**src/rtl/spi_cfg_pkg.sv**
```systemverilog
package spi_cfg_pkg;

  typedef enum logic [1:0] {
    PH_INSTR = 2'd0,
    PH_ADDR  = 2'd1,
    PH_DATA  = 2'd2,
    PH_ABORT = 2'd3
  } phase_e;

  localparam int OP_WR_ONE = 32'h01;
  localparam int OP_RD_ONE = 32'h02;
  localparam int OP_WR_RUN = 32'h03;
  localparam int OP_RD_RUN = 32'h04;

  function automatic logic op_known(input logic [31:0] op);
    return (op == OP_WR_ONE) || (op == OP_RD_ONE) || (op == OP_WR_RUN) || (op == OP_RD_RUN);
  endfunction

  function automatic logic op_is_read(input logic [31:0] op);
    return (op == OP_RD_ONE) || (op == OP_RD_RUN);
  endfunction

  function automatic logic op_is_run(input logic [31:0] op);
    return (op == OP_WR_RUN) || (op == OP_RD_RUN);
  endfunction

  // Address lies inside [lo, hi]
  function automatic logic addr_within(input logic [31:0] a, input int lo, input int hi);
    return (a >= 32'(lo)) && (a <= 32'(hi));
  endfunction

endpackage

```
**src/rtl/spi_pin_sync.sv**
```systemverilog
module spi_pin_sync #(
  parameter int STAGES = 2
) (
  input  logic clk,
  input  logic rst_n,
  input  logic sclk_i,
  input  logic cs_n_i,
  input  logic mosi_i,
  output logic sclk_rise,
  output logic sclk_fall,
  output logic cs_rise,
  output logic cs_act,
  output logic mosi_s
);

  logic [STAGES:0]   sclk_p;
  logic [STAGES:0]   csn_p;
  logic [STAGES-1:0] mosi_p;

  always_ff @(posedge clk or negedge rst_n) begin
    if (!rst_n) begin
      sclk_p <= '0;
      csn_p  <= '1;
      mosi_p <= '0;
    end else begin
      sclk_p <= {sclk_p[STAGES-1:0], sclk_i};
      csn_p  <= {csn_p[STAGES-1:0], cs_n_i};
      mosi_p <= {mosi_p[STAGES-2:0], mosi_i};
    end
  end

  assign sclk_rise = sclk_p[STAGES-1] & ~sclk_p[STAGES];
  assign sclk_fall = ~sclk_p[STAGES-1] & sclk_p[STAGES];
  assign cs_rise   = csn_p[STAGES-1] & ~csn_p[STAGES];
  assign cs_act    = ~csn_p[STAGES-1];
  assign mosi_s    = mosi_p[STAGES-1];

endmodule

```
**src/rtl/spi_frame_ctrl.sv**
```systemverilog
module spi_frame_ctrl
  import spi_cfg_pkg::*;
#(
  parameter int W = 8
) (
  input  logic         clk,
  input  logic         rst_n,
  input  logic         sclk_rise,
  input  logic         sclk_fall,
  input  logic         cs_act,
  input  logic         mosi,
  input  logic         sw_rst,
  input  logic [W-1:0] rd_data,
  output logic [W-1:0] rd_addr,
  output logic         wr_stb,
  output logic [W-1:0] wr_addr,
  output logic [W-1:0] wr_data,
  output logic         miso_q,
  output logic         miso_oe
);

  localparam int CW = $clog2(W);

  phase_e         phase_q;
  logic [CW-1:0]  bit_q;
  logic [W-1:0]   sh_q;
  logic [W-1:0]   op_q;
  logic [W-1:0]   addr_q;
  logic [W-1:0]   tx_q;
  logic           tx_pend_q;

  // Named internal events
  wire [W-1:0] byte_in   = {sh_q[W-2:0], mosi};
  wire         live      = cs_act && !sw_rst;
  wire         bit_take  = live && sclk_rise && (phase_q != PH_ABORT);
  wire         byte_done = bit_take && (bit_q == CW'(W - 1));
  wire         op_rd     = op_is_read(32'(op_q));
  wire         op_run    = op_is_run(32'(op_q));
  wire         rd_shift  = live && sclk_fall && (phase_q == PH_DATA) && op_rd;

  assign rd_addr = addr_q;

  always_ff @(posedge clk or negedge rst_n) begin
    if (!rst_n) begin
      phase_q   <= PH_INSTR;
      bit_q     <= '0;
      sh_q      <= '0;
      op_q      <= '0;
      addr_q    <= '0;
      tx_q      <= '0;
      tx_pend_q <= 1'b0;
      wr_stb    <= 1'b0;
      wr_addr   <= '0;
      wr_data   <= '0;
      miso_q    <= 1'b0;
      miso_oe   <= 1'b0;
    end else begin
      wr_stb <= 1'b0;
      if (tx_pend_q) begin
        tx_q      <= rd_data;
        tx_pend_q <= 1'b0;
      end
      if (!cs_act) begin
        phase_q   <= PH_INSTR;
        bit_q     <= '0;
        miso_oe   <= 1'b0;
        tx_pend_q <= 1'b0;
      end else if (sw_rst) begin
        phase_q <= PH_ABORT;
        miso_oe <= 1'b0;
      end else begin
        if (bit_take) begin
          sh_q  <= byte_in;
          bit_q <= byte_done ? '0 : bit_q + 1'b1;
        end
        if (byte_done) begin
          case (phase_q)
            PH_INSTR: begin
              if (op_known(32'(byte_in))) begin
                op_q    <= byte_in;
                phase_q <= PH_ADDR;
              end else begin
                phase_q <= PH_ABORT;
              end
            end
            PH_ADDR: begin
              addr_q    <= byte_in;
              phase_q   <= PH_DATA;
              tx_pend_q <= op_rd;
            end
            PH_DATA: begin
              if (!op_rd) begin
                wr_stb  <= 1'b1;
                wr_addr <= addr_q;
                wr_data <= byte_in;
              end
              if (op_run) begin
                addr_q    <= addr_q + 1'b1;
                tx_pend_q <= op_rd;
              end else begin
                phase_q <= PH_INSTR;
              end
            end
            default: phase_q <= PH_ABORT;
          endcase
        end
        if (sclk_fall) begin
          if (rd_shift) begin
            miso_q  <= tx_q[W-1];
            tx_q    <= {tx_q[W-2:0], 1'b0};
            miso_oe <= 1'b1;
          end else begin
            miso_oe <= 1'b0;
          end
        end
      end
    end
  end

  AST_ABORT_NO_WRITE: assert property (@(posedge clk) disable iff (!rst_n)
    (phase_q == PH_ABORT) |=> !wr_stb);
  AST_MISO_FALL_ONLY: assert property (@(posedge clk) disable iff (!rst_n)
    !sclk_fall |=> $stable(miso_q));
  AST_OE_IDLE_LOW: assert property (@(posedge clk) disable iff (!rst_n)
    !cs_act |=> !miso_oe);
  AST_RUN_ADDR_STEP: assert property (@(posedge clk) disable iff (!rst_n)
    (byte_done && phase_q == PH_DATA && op_run) |=> (addr_q == W'($past(addr_q) + 1'b1)));

endmodule

```
**src/rtl/spi_cfg_regs.sv**
```systemverilog
module spi_cfg_regs
  import spi_cfg_pkg::*;
#(
  parameter int W         = 8,
  parameter int RST_ADDR  = 9,
  parameter int LAST_ADDR = 35,
  localparam int FIRST    = RST_ADDR + 1,
  localparam int NREG     = LAST_ADDR - RST_ADDR
) (
  input  logic            clk,
  input  logic            rst_n,
  input  logic            wr_stb,
  input  logic [W-1:0]    wr_addr,
  input  logic [W-1:0]    wr_data,
  input  logic [W-1:0]    rd_addr,
  input  logic            sclk_rise,
  input  logic            cs_rise,
  output logic [W-1:0]    rd_data,
  output logic [NREG*W-1:0] cfg_o,
  output logic            srst_o
);

  logic [W-1:0] regs_q [NREG];
  logic         srst_q;

  wire srst_hit   = wr_stb && (wr_addr == W'(RST_ADDR));
  wire srst_free  = sclk_rise || cs_rise;
  wire wr_outside = wr_stb && !addr_within(32'(wr_addr), RST_ADDR, LAST_ADDR);

  always_ff @(posedge clk or negedge rst_n) begin
    if (!rst_n)          srst_q <= 1'b0;
    else if (srst_hit)   srst_q <= 1'b1;
    else if (srst_free)  srst_q <= 1'b0;
  end

  assign srst_o = srst_q;

  for (genvar g = 0; g < NREG; g++) begin : g_reg
    always_ff @(posedge clk or negedge rst_n) begin
      if (!rst_n)
        regs_q[g] <= '0;
      else if (srst_hit || srst_q)
        regs_q[g] <= '0;
      else if (wr_stb && wr_addr == W'(FIRST + g))
        regs_q[g] <= wr_data;
    end
    assign cfg_o[g*W +: W] = regs_q[g];
  end

  always_comb begin
    rd_data = '0;
    for (int i = 0; i < NREG; i++) begin
      if (rd_addr == W'(FIRST + i)) rd_data = regs_q[i];
    end
  end

  AST_SRST_CLEARS: assert property (@(posedge clk) disable iff (!rst_n)
    srst_hit |=> (cfg_o == '0));
  AST_OUTSIDE_DROPPED: assert property (@(posedge clk) disable iff (!rst_n)
    (wr_outside && !srst_q) |=> $stable(cfg_o));
  AST_SRST_RELEASE: assert property (@(posedge clk) disable iff (!rst_n)
    (srst_q && !srst_hit && srst_free) |=> !srst_q);

endmodule

```
**src/rtl/spi_cfg_slave.sv**
```systemverilog
module spi_cfg_slave
  import spi_cfg_pkg::*;
#(
  parameter int W          = 8,
  parameter int SYNC       = 2,
  parameter int RST_ADDR   = 9,
  parameter int LAST_ADDR  = 35,
  localparam int NREG      = LAST_ADDR - RST_ADDR
) (
  input  logic              clk,
  input  logic              rst_n,
  input  logic              spi_sclk_i,
  input  logic              spi_cs_n_i,
  input  logic              spi_mosi_i,
  output logic              spi_miso_o,
  output logic              spi_miso_oe_o,
  output logic [NREG*W-1:0] cfg_o,
  output logic              sw_rst_o
);

  logic         sclk_rise, sclk_fall, cs_rise, cs_act, mosi_s;
  logic         wr_stb;
  logic [W-1:0] wr_addr, wr_data, rd_addr, rd_data;
  logic         srst;

  spi_pin_sync #(.STAGES(SYNC)) u_sync (
    .clk       (clk),
    .rst_n     (rst_n),
    .sclk_i    (spi_sclk_i),
    .cs_n_i    (spi_cs_n_i),
    .mosi_i    (spi_mosi_i),
    .sclk_rise (sclk_rise),
    .sclk_fall (sclk_fall),
    .cs_rise   (cs_rise),
    .cs_act    (cs_act),
    .mosi_s    (mosi_s)
  );

  spi_frame_ctrl #(.W(W)) u_ctrl (
    .clk       (clk),
    .rst_n     (rst_n),
    .sclk_rise (sclk_rise),
    .sclk_fall (sclk_fall),
    .cs_act    (cs_act),
    .mosi      (mosi_s),
    .sw_rst    (srst),
    .rd_data   (rd_data),
    .rd_addr   (rd_addr),
    .wr_stb    (wr_stb),
    .wr_addr   (wr_addr),
    .wr_data   (wr_data),
    .miso_q    (spi_miso_o),
    .miso_oe   (spi_miso_oe_o)
  );

  spi_cfg_regs #(.W(W), .RST_ADDR(RST_ADDR), .LAST_ADDR(LAST_ADDR)) u_regs (
    .clk       (clk),
    .rst_n     (rst_n),
    .wr_stb    (wr_stb),
    .wr_addr   (wr_addr),
    .wr_data   (wr_data),
    .rd_addr   (rd_addr),
    .sclk_rise (sclk_rise),
    .cs_rise   (cs_rise),
    .rd_data   (rd_data),
    .cfg_o     (cfg_o),
    .srst_o    (srst)
  );

  assign sw_rst_o = srst;

  AST_OE_NEEDS_CS: assert property (@(posedge clk) disable iff (!rst_n)
    (!cs_act && !$past(cs_act)) |-> !spi_miso_oe_o);
  AST_NO_WRITE_IN_SRST: assert property (@(posedge clk) disable iff (!rst_n)
    srst |-> !(wr_stb && wr_addr != W'(RST_ADDR)));

endmodule

```
**config.mk**
```make
export PLATFORM = sky130hd
export DESIGN_NAME = spi_cfg_slave
export DESIGN_NICKNAME = d
export VERILOG_FILES = /design/src/rtl/spi_cfg_pkg.sv /design/src/rtl/spi_pin_sync.sv /design/src/rtl/spi_frame_ctrl.sv /design/src/rtl/spi_cfg_regs.sv /design/src/rtl/spi_cfg_slave.sv
export SDC_FILE = /design/constraint.sdc
export NUM_CORES = 1
export LEC_CHECK = 0
export ABC_AREA = 1
export BUFFER_PORTS_ARGS = -buffer_cell sky130_fd_sc_hd__buf_4
export CAP_MARGIN = 20
export CORE_MARGIN = 5
export CORE_UTILIZATION = 40
export CTS_CLUSTER_DIAMETER = 60
export DETAILED_ROUTE_END_ITERATION = 8
export GPL_TIMING_DRIVEN = 0
export PLACE_DENSITY_LB_ADDON = 0.2
export SKIP_CTS_REPAIR_TIMING = 1
export SYNTH_ARGS = -nofsm -noshare
export SYNTH_HDL_FRONTEND = slang
export SYNTH_SLANG_ARGS = --single-unit
```
**constraint.sdc**
```tcl
create_clock -name clk -period 5.7 [get_ports clk]
set_clock_uncertainty 0.2 [all_clocks]
set_input_delay 0.285 -clock clk [delete_from_list [all_inputs] [get_ports clk]]
set_output_delay 0.285 -clock clk [all_outputs]
set_load 0.02 [all_outputs]
```
; ---- Word level (Yosys, flattened, before mapping)
; Index checks and enable logic that the tools add are counted.
[word_totals]
wordCells = 312
output_inout_bits = 211
reg_bits = 273
in_bits = 5
[classes]
mux = 111
bitwise = 9
n_reduce_logical = 81
addsub = 2
n_eq_ne = 67
[op_table]
columns = op, n
row1 = two-way mux 8 bit, 84
row2 = "equality test 8 x 5 -> 1 bit, second input constant", 32
row3 = "equality test 8 x 4 -> 1 bit, second input constant", 13
row4 = "equality test 8 x 6 -> 1 bit, second input constant", 8
row5 = nonzero test 2 bit, 29
row6 = logical AND 1 bit, 34
row7 = "equality test 8 x 2 -> 1 bit, second input constant", 4
row8 = "equality test 8 x 3 -> 1 bit, second input constant", 2
row9 = case mux 8 bit (2 select lines), 1
row10 = two-way mux 1 bit, 15
row11 = AND reduction 5 bit, 3
row12 = two-way mux 3 bit, 4
row13 = two-way mux 2 bit, 5
row14 = "adder 8 x 1 -> 8 bit, second input constant", 1
row15 = "equality test 8 x 1 -> 1 bit, second input constant", 1
row16 = logical OR 1 bit, 7
row17 = inverter 1 bit, 6
row18 = case mux 2 bit (3 select lines), 1
row19 = nonzero test 3 bit, 2
row20 = "!= test 2 bit, second input constant", 2
row21 = "!= test 4 x 3 -> 1 bit, second input constant", 1
row22 = AND reduction 2 bit, 2
row23 = AND reduction 4 bit, 1
row24 = "adder 3 x 1 -> 3 bit, second input constant", 1
row25 = 9 further kinds, 11

; ---- Logic depth before layout (Yosys ltp)
; Gate-level depths: netlist of run 1.
[logic_depth]
ltp_word = 32
ltp_mapped = 33
depth_no_buf = 33

; ---- By module
; From an unflattened synthesis of run 1, not the netlist that was laid out.
[unflattened]
hier_cells = 1573
hier_area_um2 = 12643.4
[by_module_without_submodules]
columns = mod, seq_area_each_um2, area_each_um2, cells_per_inst, instances
row1 = spi_cfg_regs, 5230.0, 9684.3, 1212, 1
row2 = spi_frame_ctrl, 1401.3, 2732.6, 347, 1
row3 = spi_pin_sync, 203.9, 226.5, 14, 1

; ---- Worst setup path before layout of run 1
; No wires, ideal clock.
[synth_timing]
path_type = register to register
start = register u_ctrl.addr_q[0] (netlist: u_ctrl.rd_addr[0])
end = register u_ctrl.tx_q[3]
path_slack_ns = 2.775
path_stages_with_launch = 31
setup_time_ns = 0.122
arrival_ns = 2.603
period_less_slack_ns = 2.925
cell_sequence = dfrtp_1 -> inv_1 -> ha_1 -> inv_1 -> nor3_4 -> inv_2 -> or2_0 -> nand3_1 -> nand4_1 -> nand2_1 -> nand2_1 -> nand2_1 -> nand2_1 -> nand3_1 -> nand2_1 -> nand2_1 -> nand4_1 -> nand3_1 -> nand2_1 -> nand2_1 -> nand3_1 -> nand2_1 -> nand2_1 -> nand2_1 -> nand2_1 -> nand2_1 -> nand2_1 -> nand2_1 -> nand2_1 -> nand2_1 -> a21oi_1
[synth_between]
elab_chain_cells = 32
[synth_rtl]
columns = element, line
row1 = "start, declared", spi_frame_ctrl.sv:28  ; logic [W-1:0] addr_q;
row2 = "start signal, assigned", spi_frame_ctrl.sv:87  ; addr_q <= byte_in;
row3 = "start signal, assigned", spi_frame_ctrl.sv:98  ; addr_q <= addr_q + 1'b1;
row4 = equality test 8 x 4 -> 1 bit, spi_cfg_regs.sv:53  ; if (rd_addr == W'(FIRST + i)) rd_data = regs_q[i];
row5 = two-way mux 8 bit (25 in a row), spi_cfg_regs.sv:53
row6 = two-way mux 8 bit *, spi_cfg_regs.sv:53
row7 = two-way mux 8 bit *, spi_frame_ctrl.sv:59  ; if (tx_pend_q) begin
row8 = two-way mux 8 bit, spi_frame_ctrl.sv:108  ; if (rd_shift) begin
row9 = two-way mux 8 bit, spi_frame_ctrl.sv:107  ; if (sclk_fall) begin
row10 = two-way mux 8 bit, spi_frame_ctrl.sv:68  ; end else if (sw_rst) begin
row11 = two-way mux 8 bit *, spi_frame_ctrl.sv:63  ; if (!cs_act) begin
row12 = "end signal, assigned", spi_frame_ctrl.sv:60  ; tx_q <= rd_data;
row13 = "end signal, assigned", spi_frame_ctrl.sv:110  ; tx_q <= {tx_q[W-2:0], 1'b0};
row14 = "end, declared", spi_frame_ctrl.sv:29  ; logic [W-1:0] tx_q;
; Mark *: on every way between the ends. The rest lies on a longest branch, timed or not.
; A chain may end at the register's enable or synchronous reset.

; ---- Final worst setup path of run 1
[layout_timing]
start = register u_ctrl.addr_q[0] (netlist: u_ctrl.rd_addr[0])
end = register u_ctrl.tx_q[4]
; The elaborated chain is that of the path after synthesis.

==> results of run 1 <==
[worst min path at each step]
stage | end | slack [ns] | cells after the start
2_1_floorplan | u_ctrl.bit_q[0] | -0.21 | 0
3_3_place_gp | u_sync.sclk_p[1] | 0.14 | 0
3_5_place_dp | u_regs.cfg_o[105] | 0.03 | 1
4_1_cts | u_regs.cfg_o[105] | -0.56 | 1
5_1_grt | u_regs.cfg_o[115] | 0.08 | 2
6_report | u_regs.cfg_o[105] | 0.02 | 2
[through the flow]
step                setup WS, ns  util, %  power, mW  area (µm²)  hold slack (ns)
floorplan                   2.77        -       2.10       12900           -0.211
global placement            1.81     47.5       2.17       15100            0.136
detailed placement          1.82     47.7       2.18       15100           0.0326
CTS                         1.73     51.3       4.41       16300           -0.563
global route                1.35     51.5       4.53       16300           0.0835
finish                      1.69     51.5       4.39       16300           0.0235
[layer usage]
metal / vias up / global-route usage, % / share of wire, %
met1: 5899 / 32.9 / 41
met2: 543 / 41.0 / 47
li1: 5827 / - / -
met4: 0 / 9.68 / 4.6
met5: - / 0 / 0
met3: 124 / 4.28 / 7.8
[synthesized netlist by cell type, drive strengths merged]
cell type    n  share of area [%]
a21oi       31                1.2
a22o         1              0.068
a22oi        2               0.12
a2bb2oi      2               0.14
a31oi        8               0.39
a41oi        2               0.14
buf         15               0.72
clkbuf      52                1.5
clkinv       3              0.087
dfrtp      270                 52
dfstp        3               0.61
ha          10               0.97
inv        145                4.2
nand2      555                 16
nand3       76                3.0
nand4       14               0.68
nor2        92                2.9
nor3        21                1.1
nor4         5               0.24
o211ai       9               0.52
o21ai      286                 11
o21bai       1              0.058
o22ai        1              0.048
o311ai       1              0.068
or2         32                1.5
xor2         3               0.20
[where the power goes]
| part | leakage (nW) | internal [mW] | switching (mW) |
|---|---|---|---|
| registers | 3.79 | 1.96 | 0.0225 |
| logic | 3.79 | 0.0439 | 0.118 |
| clock network | 0.565 | 1.41 | 0.834 |
| total | 8.14 | 3.41 | 0.974 |
[state kept, by name, indices dropped and copies added, names as in the netlist]
name	cells
u_ctrl.wr_addr	8
u_ctrl.rd_addr	8
u_ctrl.miso_q	1
u_sync.sclk_p	3
u_ctrl.wr_data	8
u_ctrl.tx_q	8
u_ctrl.wr_stb	1
u_ctrl.sh_q	7
u_ctrl.op_q	8
u_sync.csn_p	3
u_ctrl.phase_q	2
u_sync.mosi_p	2
u_regs.cfg_o	208
u_ctrl.tx_pend_q	1
u_ctrl.bit_q	3
u_regs.srst_o	1
u_ctrl.miso_oe	1
[final cells by class]
type | instances | area, µm² | share of cell area, %
Clock inverter | 22 | 332 | 2.03
Tap cell | 402 | 503 | 3.08
Multi-Input combinational cell | 1152 | 5260 | 32.2
Sequential cell | 273 | 6840 | 41.9
Buffer | 67 | 288 | 1.76
Inverter | 148 | 556 | 3.40
Clock buffer | 35 | 831 | 5.09
Timing Repair Buffer | 222 | 1720 | 10.5
[worst reg2reg max path, delay by kind of cell (launching register included)]
family / cells / cell delay, ns
compound gates: 2 / 0.24
fa+ha+maj: 1 / 0.27
buf+inv: 1 / 0.16
flops: 1 / 0.43
simple gates: 26 / 2.61
[kinds of logic after synthesis]
logic type,Yosys count,share of synthesized area (%)
adder cells (fa/ha/maj),10,0.967
flip-flops,273,52.8
buffers and inverters,215,6.52
AO/OA/AOI/OAI,344,13.8
AND/OR/NAND/NOR,795,25.7
XOR/XNOR,3,0.203
==> metrics.md, run 1 <==
| Metric | Value |
|---|---|
| Status | `finished clean` |
| Post-route insts no fill | `2321` |
| Post-DP HPWL | `34200 µm` |
| Setup crit start | `u_ctrl.rd_addr[0]` |
| Sequential-to-total area share from yosys stat | `52.8%` |
| Final ANT Viol Nets | `0` |
| Clock buffer count from CTS | `31` |
| Area Growth Syn to Fin | `26.2%` |
| Top delay family on crit path | `simple AND/OR/NAND/NOR gates` |
| Placement Rows | `65` |
| Port bufs | `215` |
| Setup TNS | `0 ns` |
| Synth Cell Area | `0.0129 mm²` |
| CTS sink cnt | `273` |
| Power Dens Cells | `269 mW/mm²` |
| Synth cell types | `37` |
| Later-pin clock latency in the skew report | `0.57 ns` |
| Reg2Reg Launch Point | `u_ctrl.rd_addr[0]` |
| Initial Utilization | `40.8%` |
| CP arrival | `4.28 ns` |
| Die Area | `0.0360 mm²` |
| DRT Pass-1 Iters | `5` |
| Global-route wire length before repair | `69900 µm` |
| Crit path buffers/inverters | `1` |
| GR Util All Layers | `24.9%` |
| Final wirelength | `46000 µm` |
| Diodes inserted | `0` |
| Worst hold path type | `input port to asynchronous set/reset pin` |
| Max-slew violation count | `0` |
| Worst-path fanout max | `8` |
| Fmax | `249 MHz` |
| Final period util | `70.3%` |
| I/O pin count | `216` |
| FF-to-FF End | `u_ctrl.tx_q[4]` |
| Max-cap viol count | `0` |
| Placed Cells incl. Taps | `2259` |
| Number of global-route vias before repair | `11900` |
| FF-to-FF setup slack | `1.69 ns` |
| CP endpoint kind | `flip-flop` |
| Fin crit period | `4.01 ns` |
| Routed wire per std cell | `19.8 µm` |
| Stages on worst setup path | `30` |
| Slew @ Worst Pin | `1.16 ns` |
| Worst Setup EP | `u_ctrl.tx_q[4]` |
| Mapped Avg Cell Area | `7.89 µm²` |
| Fill count | `3017` |
| H-tree levels | `1` |
| Synth Instances | `1640` |
| Critical Path Most Common Cell | `nand2_1` |
| Root Buffer | `clkbuf_16` |
| CTS Buffer Depth | `3` |
| Reg2Reg Depth | `30` |
| Core ar. | `0.0317 mm²` |
| Clk slew on worst S/H paths | `0.06 ns` |
| Leading cell type in the layout, fill and taps excluded | `nand2_1` |
| Grt ovf | `0` |
| Nets | `1910` |
| DR iter-0 viols | `1123` |
| CTS tree | `done` |
| Largest net degree at the start of global routing | `124` |
| Die width | `190 µm` |
| DR DRC count | `0` |
| Commonest non-fill, non-tap cells in the layout | `nand2_1 (553), o21ai_0 (283), dfrtp_1 (270)` |
| Initial antenna violation count | `0` |
| Die extent in y | `190 µm` |
| Vias | `12400` |
| Yosys reg bits | `273` |
| Slew margin rel. | `22.1%` |
| CP required | `5.97 ns` |
| Critical path type | `flip-flop to flip-flop` |
| Crit path largest cell delay | `0.43 ns` |
| Routability cong. | `0.921` |
| Yosys warning total | `0` |
| Pleak | `8.14 nW` |
| Layout cells sized above 1 | `17.9%` |
| Final setup violation count | `0` |
| Unrepaired setup endpoints after global routing | `false` |
| CP Launch Type | `flip-flop` |
| Fin. Hold Viols | `0` |
| Via-to-Cell Ratio | `5.34` |
| Peak supply drop | `0.000240 V` |
| Net count after synthesis | `1655` |
| Critical path's slowest cell | `dfrtp_1` |
Power figures use the tool's default switching activity.
==> run 2: changes to the inputs <==
==> constraint.sdc (replaced) <==
create_clock -name clk -period 3.8 [get_ports clk]
set_clock_uncertainty 0.2 [all_clocks]
set_input_delay 0.19 -clock clk [delete_from_list [all_inputs] [get_ports clk]]
set_output_delay 0.19 -clock clk [all_outputs]
set_load 0.02 [all_outputs]
==> run 2 against run 1 <==
Effect of this change:
- sequential power is 50% higher
- count of clock-buffer cells in the layout stayed put
- first-iteration DRC count is 8.3% higher
- critical path depth is 2 higher
- final cell count is 1.3% higher
- combinational power is 52% higher
- utilization is 1.8 points higher
==> metrics.md, run 2 (synthesis results as in run 1) <==
| Metric | Value |
|---|---|
| Initial Utilization | `40.8%` |
| Worst Setup EP | `u_ctrl.tx_q[6]` |
| Final setup violation count | `0` |
| Comb pwr share | `3.8%` |
| Fin. Hold Viols | `0` |
| Final Cell Area | `0.0169 mm²` |
| GR Util All Layers | `24.9%` |
| Sw power | `1.46 mW` |
| Die width | `190 µm` |
| H-tree levels | `1` |
| Number of global-route vias before repair | `11900` |
| Peak supply drop | `0.000361 V` |
| Setup TNS | `0 ns` |
| CP required | `4.03 ns` |
| CP Launch Type | `flip-flop` |
| Diodes inserted | `0` |
| Critical path's slowest cell | `dfrtp_1` |
| Post-DP HPWL | `34200 µm` |
| Worst hold path type | `input port to flip-flop` |
| Via-to-Cell Ratio | `5.37` |
| Vias | `12600` |
| Final Util | `53.3%` |
| FF-to-FF End | `u_ctrl.tx_q[6]` |
| Root Buffer | `clkbuf_16` |
| CP arrival | `3.90 ns` |
| Reg2Reg Launch Point | `u_ctrl.rd_addr[4]` |
| FF-to-FF setup slack | `0.13 ns` |
| Pleak | `8.40 nW` |
| Max-slew violation count | `0` |
| Commonest non-fill, non-tap cells in the layout | `nand2_1 (535), o21ai_0 (283), dfrtp_1 (268)` |
| Max-cap viol count | `0` |
| Die Area | `0.0360 mm²` |
| Clock buffer count from CTS | `31` |
| Fin crit period | `3.67 ns` |
| Unrepaired setup endpoints after global routing | `true` |
| Placed Instance Area | `0.0151 mm²` |
| Die extent in y | `190 µm` |
| Setup crit start | `u_ctrl.rd_addr[4]` |
| Clock power share | `51.0%` |
| CTS tree | `done` |
| CTS Buffer Depth | `3` |
| Internal power | `5.12 mW` |
| Hold slack | `0.0866 ns` |
| Reg2Reg Depth | `32` |
| Place WS | `-0.0828 ns` |
| CTS sink cnt | `273` |
| Critical path type | `flip-flop to flip-flop` |
| Initial antenna violation count | `0` |
| Clk slew on worst S/H paths | `0.06 ns` |
| Grt ovf | `0` |
| Slew @ Worst Pin | `1.08 ns` |
| Routability cong. | `0.921` |
| I/O pin count | `216` |
| Largest net degree at the start of global routing | `124` |
| Final period util | `96.6%` |
| Leading cell type in the layout, fill and taps excluded | `nand2_1` |
| Area Growth Syn to Fin | `30.6%` |
| Later-pin clock latency in the skew report | `0.58 ns` |
| Crit path largest cell delay | `0.37 ns` |
| Sequential share of power | `45.2%` |
| Nets | `1940` |
| Worst-path fanout max | `6` |
| PnR Total Power | `6.58 mW` |
| Core ar. | `0.0317 mm²` |
| Placed Cells incl. Taps | `2259` |
| Routed wire per std cell | `19.9 µm` |
| Post-route insts no fill | `2351` |
| DR DRC count | `0` |
| Final WS setup | `0.130 ns` |
| Layout cells sized above 1 | `22.8%` |
| Number of flip-flops in the largest register | `208` |
| Port bufs | `215` |
| Power Dens Cells | `389 mW/mm²` |
| Fmax | `272 MHz` |
| Switching Fraction | `22.2%` |
| DR iter-0 viols | `1216` |
| Global-route wire length before repair | `69900 µm` |
| Placement Rows | `65` |
| Slew margin rel. | `27.8%` |
| CP endpoint kind | `flip-flop` |
| Final ANT Viol Nets | `0` |
| Final wirelength | `46700 µm` |
| DRT Pass-1 Iters | `5` |
| Status | `finished clean` |
-- run 2: changes by cell type in the layout (fill, tap and decap cells not counted), moves of 6 or more --
cell,change
nand3_2,+25
nand2_2,+18
buf_4,+24
inv_1,-6
nand3_1,-27
nand2_1,-18
nor2_1,-7
-- run 2: worst max-delay path, delay by kind of cell, from the launching register on --
kind            cells  cell delay, ns
buf+inv             4            0.54
simple gates       26            2.26
compound gates      2            0.17
flops               1            0.37
-- run 2: how the worst min path moves through the flow --
stage / slack (ns) / depth (start not counted) / endpoint / startpoint
after CTS: -0.66 / 1 / u_regs.cfg_o[105] / rst_n
after floorplan: -0.31 / 0 / u_ctrl.bit_q[0] / rst_n
after global routing: 0.08 / 2 / u_sync.mosi_p[0] / spi_mosi_i
after global placement: 0.10 / 1 / u_sync.mosi_p[0] / spi_mosi_i
final: 0.09 / 2 / u_sync.mosi_p[0] / spi_mosi_i
after detailed placement: -0.06 / 1 / u_regs.cfg_o[105] / rst_n
-- run 2: routing by layer --
metal / wire length (µm) / global-route usage [%] / share of wire, %
met5: 0 / 0 / 0
met2: 22000 / 41.0 / 47
met1: 18700 / 32.9 / 40
met4: 2170 / 9.68 / 4.6
met3: 3850 / 4.28 / 8.2
-- run 2: power by group through the flow --
stage / clock, mW / sequential [mW] / combinational (mW)
2_1_floorplan: 0 / 3.02 / 0.128
3_3_place_gp: 0 / 3.03 / 0.227
3_5_place_dp: 0 / 3.03 / 0.242
4_1_cts: 3.39 / 2.98 / 0.243
5_1_grt: 3.53 / 2.98 / 0.290
6_report: 3.36 / 2.98 / 0.247
-- run 2: cell type report --
class	instances	area, µm²
multi-input cells	1152	5570
repair buffers	252	1980
inverters	148	561
plain buffers	67	292
well taps	402	503
fillers	2986	14800
flip-flops and latches	273	6840
clock buffers	35	831
clock inverters	22	332
==> run 3: changes to the inputs <==
==> constraint.sdc (replaced) <==
create_clock -name clk -period 3.8 [get_ports clk]
set_clock_uncertainty 0.2 [all_clocks]
set_input_delay 0.76 -clock clk [delete_from_list [all_inputs] [get_ports clk]]
set_output_delay 0.76 -clock clk [all_outputs]
set_load 0.02 [all_outputs]
==> run 3 against run 2 <==
Effect of this change:
- utilization down 0.19 points
- global-route usage stayed put
- routed wire length barely moved
- register-to-register slack is essentially flat
- sequential power barely moved
- combinational power decreased by 2%
- largest power group unchanged
==> metrics.md, run 3 (synthesis results as in run 1) <==
| Metric | Value |
|---|---|
| Internal power | `5.12 mW` |
| Fmax | `272 MHz` |
| Nets | `1935` |
| Initial antenna violation count | `0` |
| Max-cap viol count | `0` |
| Slew margin rel. | `27.4%` |
| Root Buffer | `clkbuf_16` |
| Number of flip-flops in the largest register | `208` |
| GR Util met1 | `32.9%` |
| Worst Hold End | `u_sync.mosi_p[0]` |
| Peak supply drop | `0.000359 V` |
| Vias | `12600` |
| CP endpoint kind | `flip-flop` |
| GR Util All Layers | `24.9%` |
| FF/Latch Area | `0.00684 mm²` |
| DR DRC count | `0` |
| CP Launch Type | `flip-flop` |
| Placement Rows | `65` |
| Placed Instance Area | `0.0151 mm²` |
| M2 GR Usage | `41.0%` |
| CTS tree | `done` |
| Pleak | `8.37 nW` |
| Die Area | `0.0360 mm²` |
| CP required | `4.03 ns` |
| Global-route wire length before repair | `69900 µm` |
| Clk slew on worst S/H paths | `0.06 ns` |
| Area Growth Syn to Fin | `30.2%` |
| Footprint of the multi-input gates | `0.00557 mm²` |
| CP arrival | `3.91 ns` |
| I/O pin count | `216` |
| Routability cong. | `0.921` |
| Top delay family on crit path | `simple AND/OR/NAND/NOR gates` |
| H-tree levels | `1` |
| Grt ovf | `0` |
| Hold_sp | `spi_mosi_i` |
| FF-to-FF setup slack | `0.12 ns` |
| Power Dens Cells | `390 mW/mm²` |
| Port bufs | `215` |
| Switching Fraction | `22.1%` |
| Hold Path Depth | `1` |
| Comb pwr share | `3.7%` |
| Crit path largest cell delay | `0.37 ns` |
| DRT Pass-1 Iters | `5` |
| Met3 global-route usage | `4.28%` |
| Leading cell type in the layout, fill and taps excluded | `nand2_1` |
| CTS Buffer Depth | `3` |
| Die extent in y | `190 µm` |
| Post-DP HPWL | `34200 µm` |
| GR peak layer | `met2` |
| Fill count | `2991` |
| Layout cells sized above 1 | `22.8%` |
| Crit path buffers/inverters | `4` |
| Clock power share | `51.0%` |
| Die width | `190 µm` |
| Fin crit period | `3.68 ns` |
| FF-to-FF End | `u_ctrl.tx_q[1]` |
| Via-to-Cell Ratio | `5.36` |
| Hold slack | `0.119 ns` |
| Reg2Reg Launch Point | `u_ctrl.rd_addr[4]` |
| Max-slew violation count | `0` |
| Reg2Reg Depth | `31` |
| Final wirelength | `46700 µm` |
| Diodes inserted | `0` |
| Core ar. | `0.0317 mm²` |
| Final period util | `96.8%` |
| Later-pin clock latency in the skew report | `0.57 ns` |
| Critical Path Most Common Cell | `nand2_1` |
| Status | `finished clean` |
| Final setup violation count | `0` |
| Number of global-route vias before repair | `11900` |
| Fin. Hold Viols | `0` |
| Critical path type | `flip-flop to flip-flop` |
| Sw power | `1.46 mW` |
| Worst hold path type | `input port to flip-flop` |
| Largest net degree at the start of global routing | `124` |
| Final ANT Viol Nets | `0` |
| Worst-path fanout max | `4` |
| Clock buffer count from CTS | `31` |
| CTS sink cnt | `273` |
| Commonest non-fill, non-tap cells in the layout | `nand2_1 (535), o21ai_0 (283), dfrtp_1 (268)` |
| Final Cell Area | `0.0168 mm²` |
| Critical path's slowest cell | `dfrtp_1` |
| Initial Utilization | `40.8%` |
| Slew @ Worst Pin | `1.09 ns` |
| DR iter-0 viols | `1190` |
| Routed wire per std cell | `19.9 µm` |
| Sequential share of power | `45.3%` |
| Unrepaired setup endpoints after global routing | `true` |
run 3: cell types whose count changed in the layout (fill, tap and decap cells not counted):
cell | previous run | this run
buf_12 | 2 | 1
dlygate4sd3_1 | 5 | 1
run 3: power groups by stage:
stage	sequential (mW)	combinational, mW	clock [mW]
floorplan	3.02	0.128	0
detailed placement	3.03	0.242	0
CTS	2.98	0.243	3.39
global placement	3.03	0.227	0
finish	2.98	0.241	3.36
global route	2.98	0.283	3.53
run 3: final cells by class:
type / instances / share of cell area (%)
flip-flops and latches: 273 / 40.6
multi-input cells: 1152 / 33.1
repair buffers: 247 / 11.4
clock buffers: 35 / 4.93
inverters: 148 / 3.33
well taps: 402 / 2.99
clock inverters: 22 / 1.97
plain buffers: 67 / 1.73
run 3: metal layers:
metal	vias to the layer above	wire length, µm
li1	5874	-
met1	5993	18900
met2	585	21900
met3	123	3780
met4	0	2130
met5	-	0
run 3: metrics by stage:
step           util [%]  cells  power [mW]  setup slack (ns)  TNS [ns]
2_1_floorplan         -   1640        3.15             0.875         0
3_3_place_gp       47.5   2257        3.26            -0.564   -144.29
3_5_place_dp       47.7   2259        3.27           -0.0828    -0.395
4_1_cts            51.3   2316        6.62            -0.170    -0.696
5_1_grt            53.1   2346        6.79            -0.104    -0.400
6_report           53.1   2346        6.57             0.120         0
run 3: worst max path at each step:
stage                      start               end  slack, ns  cells past startpoint
2_1_floorplan  u_ctrl.rd_addr[0]    u_ctrl.tx_q[3]       0.87                     30
3_3_place_gp               rst_n  u_sync.sclk_p[0]      -0.56                      1
3_5_place_dp   u_ctrl.rd_addr[0]    u_ctrl.tx_q[1]      -0.08                     30
4_1_cts        u_ctrl.rd_addr[0]    u_ctrl.tx_q[1]      -0.17                     30
5_1_grt        u_ctrl.rd_addr[4]    u_ctrl.tx_q[3]      -0.10                     30
6_report       u_ctrl.rd_addr[4]    u_ctrl.tx_q[1]       0.12                     31
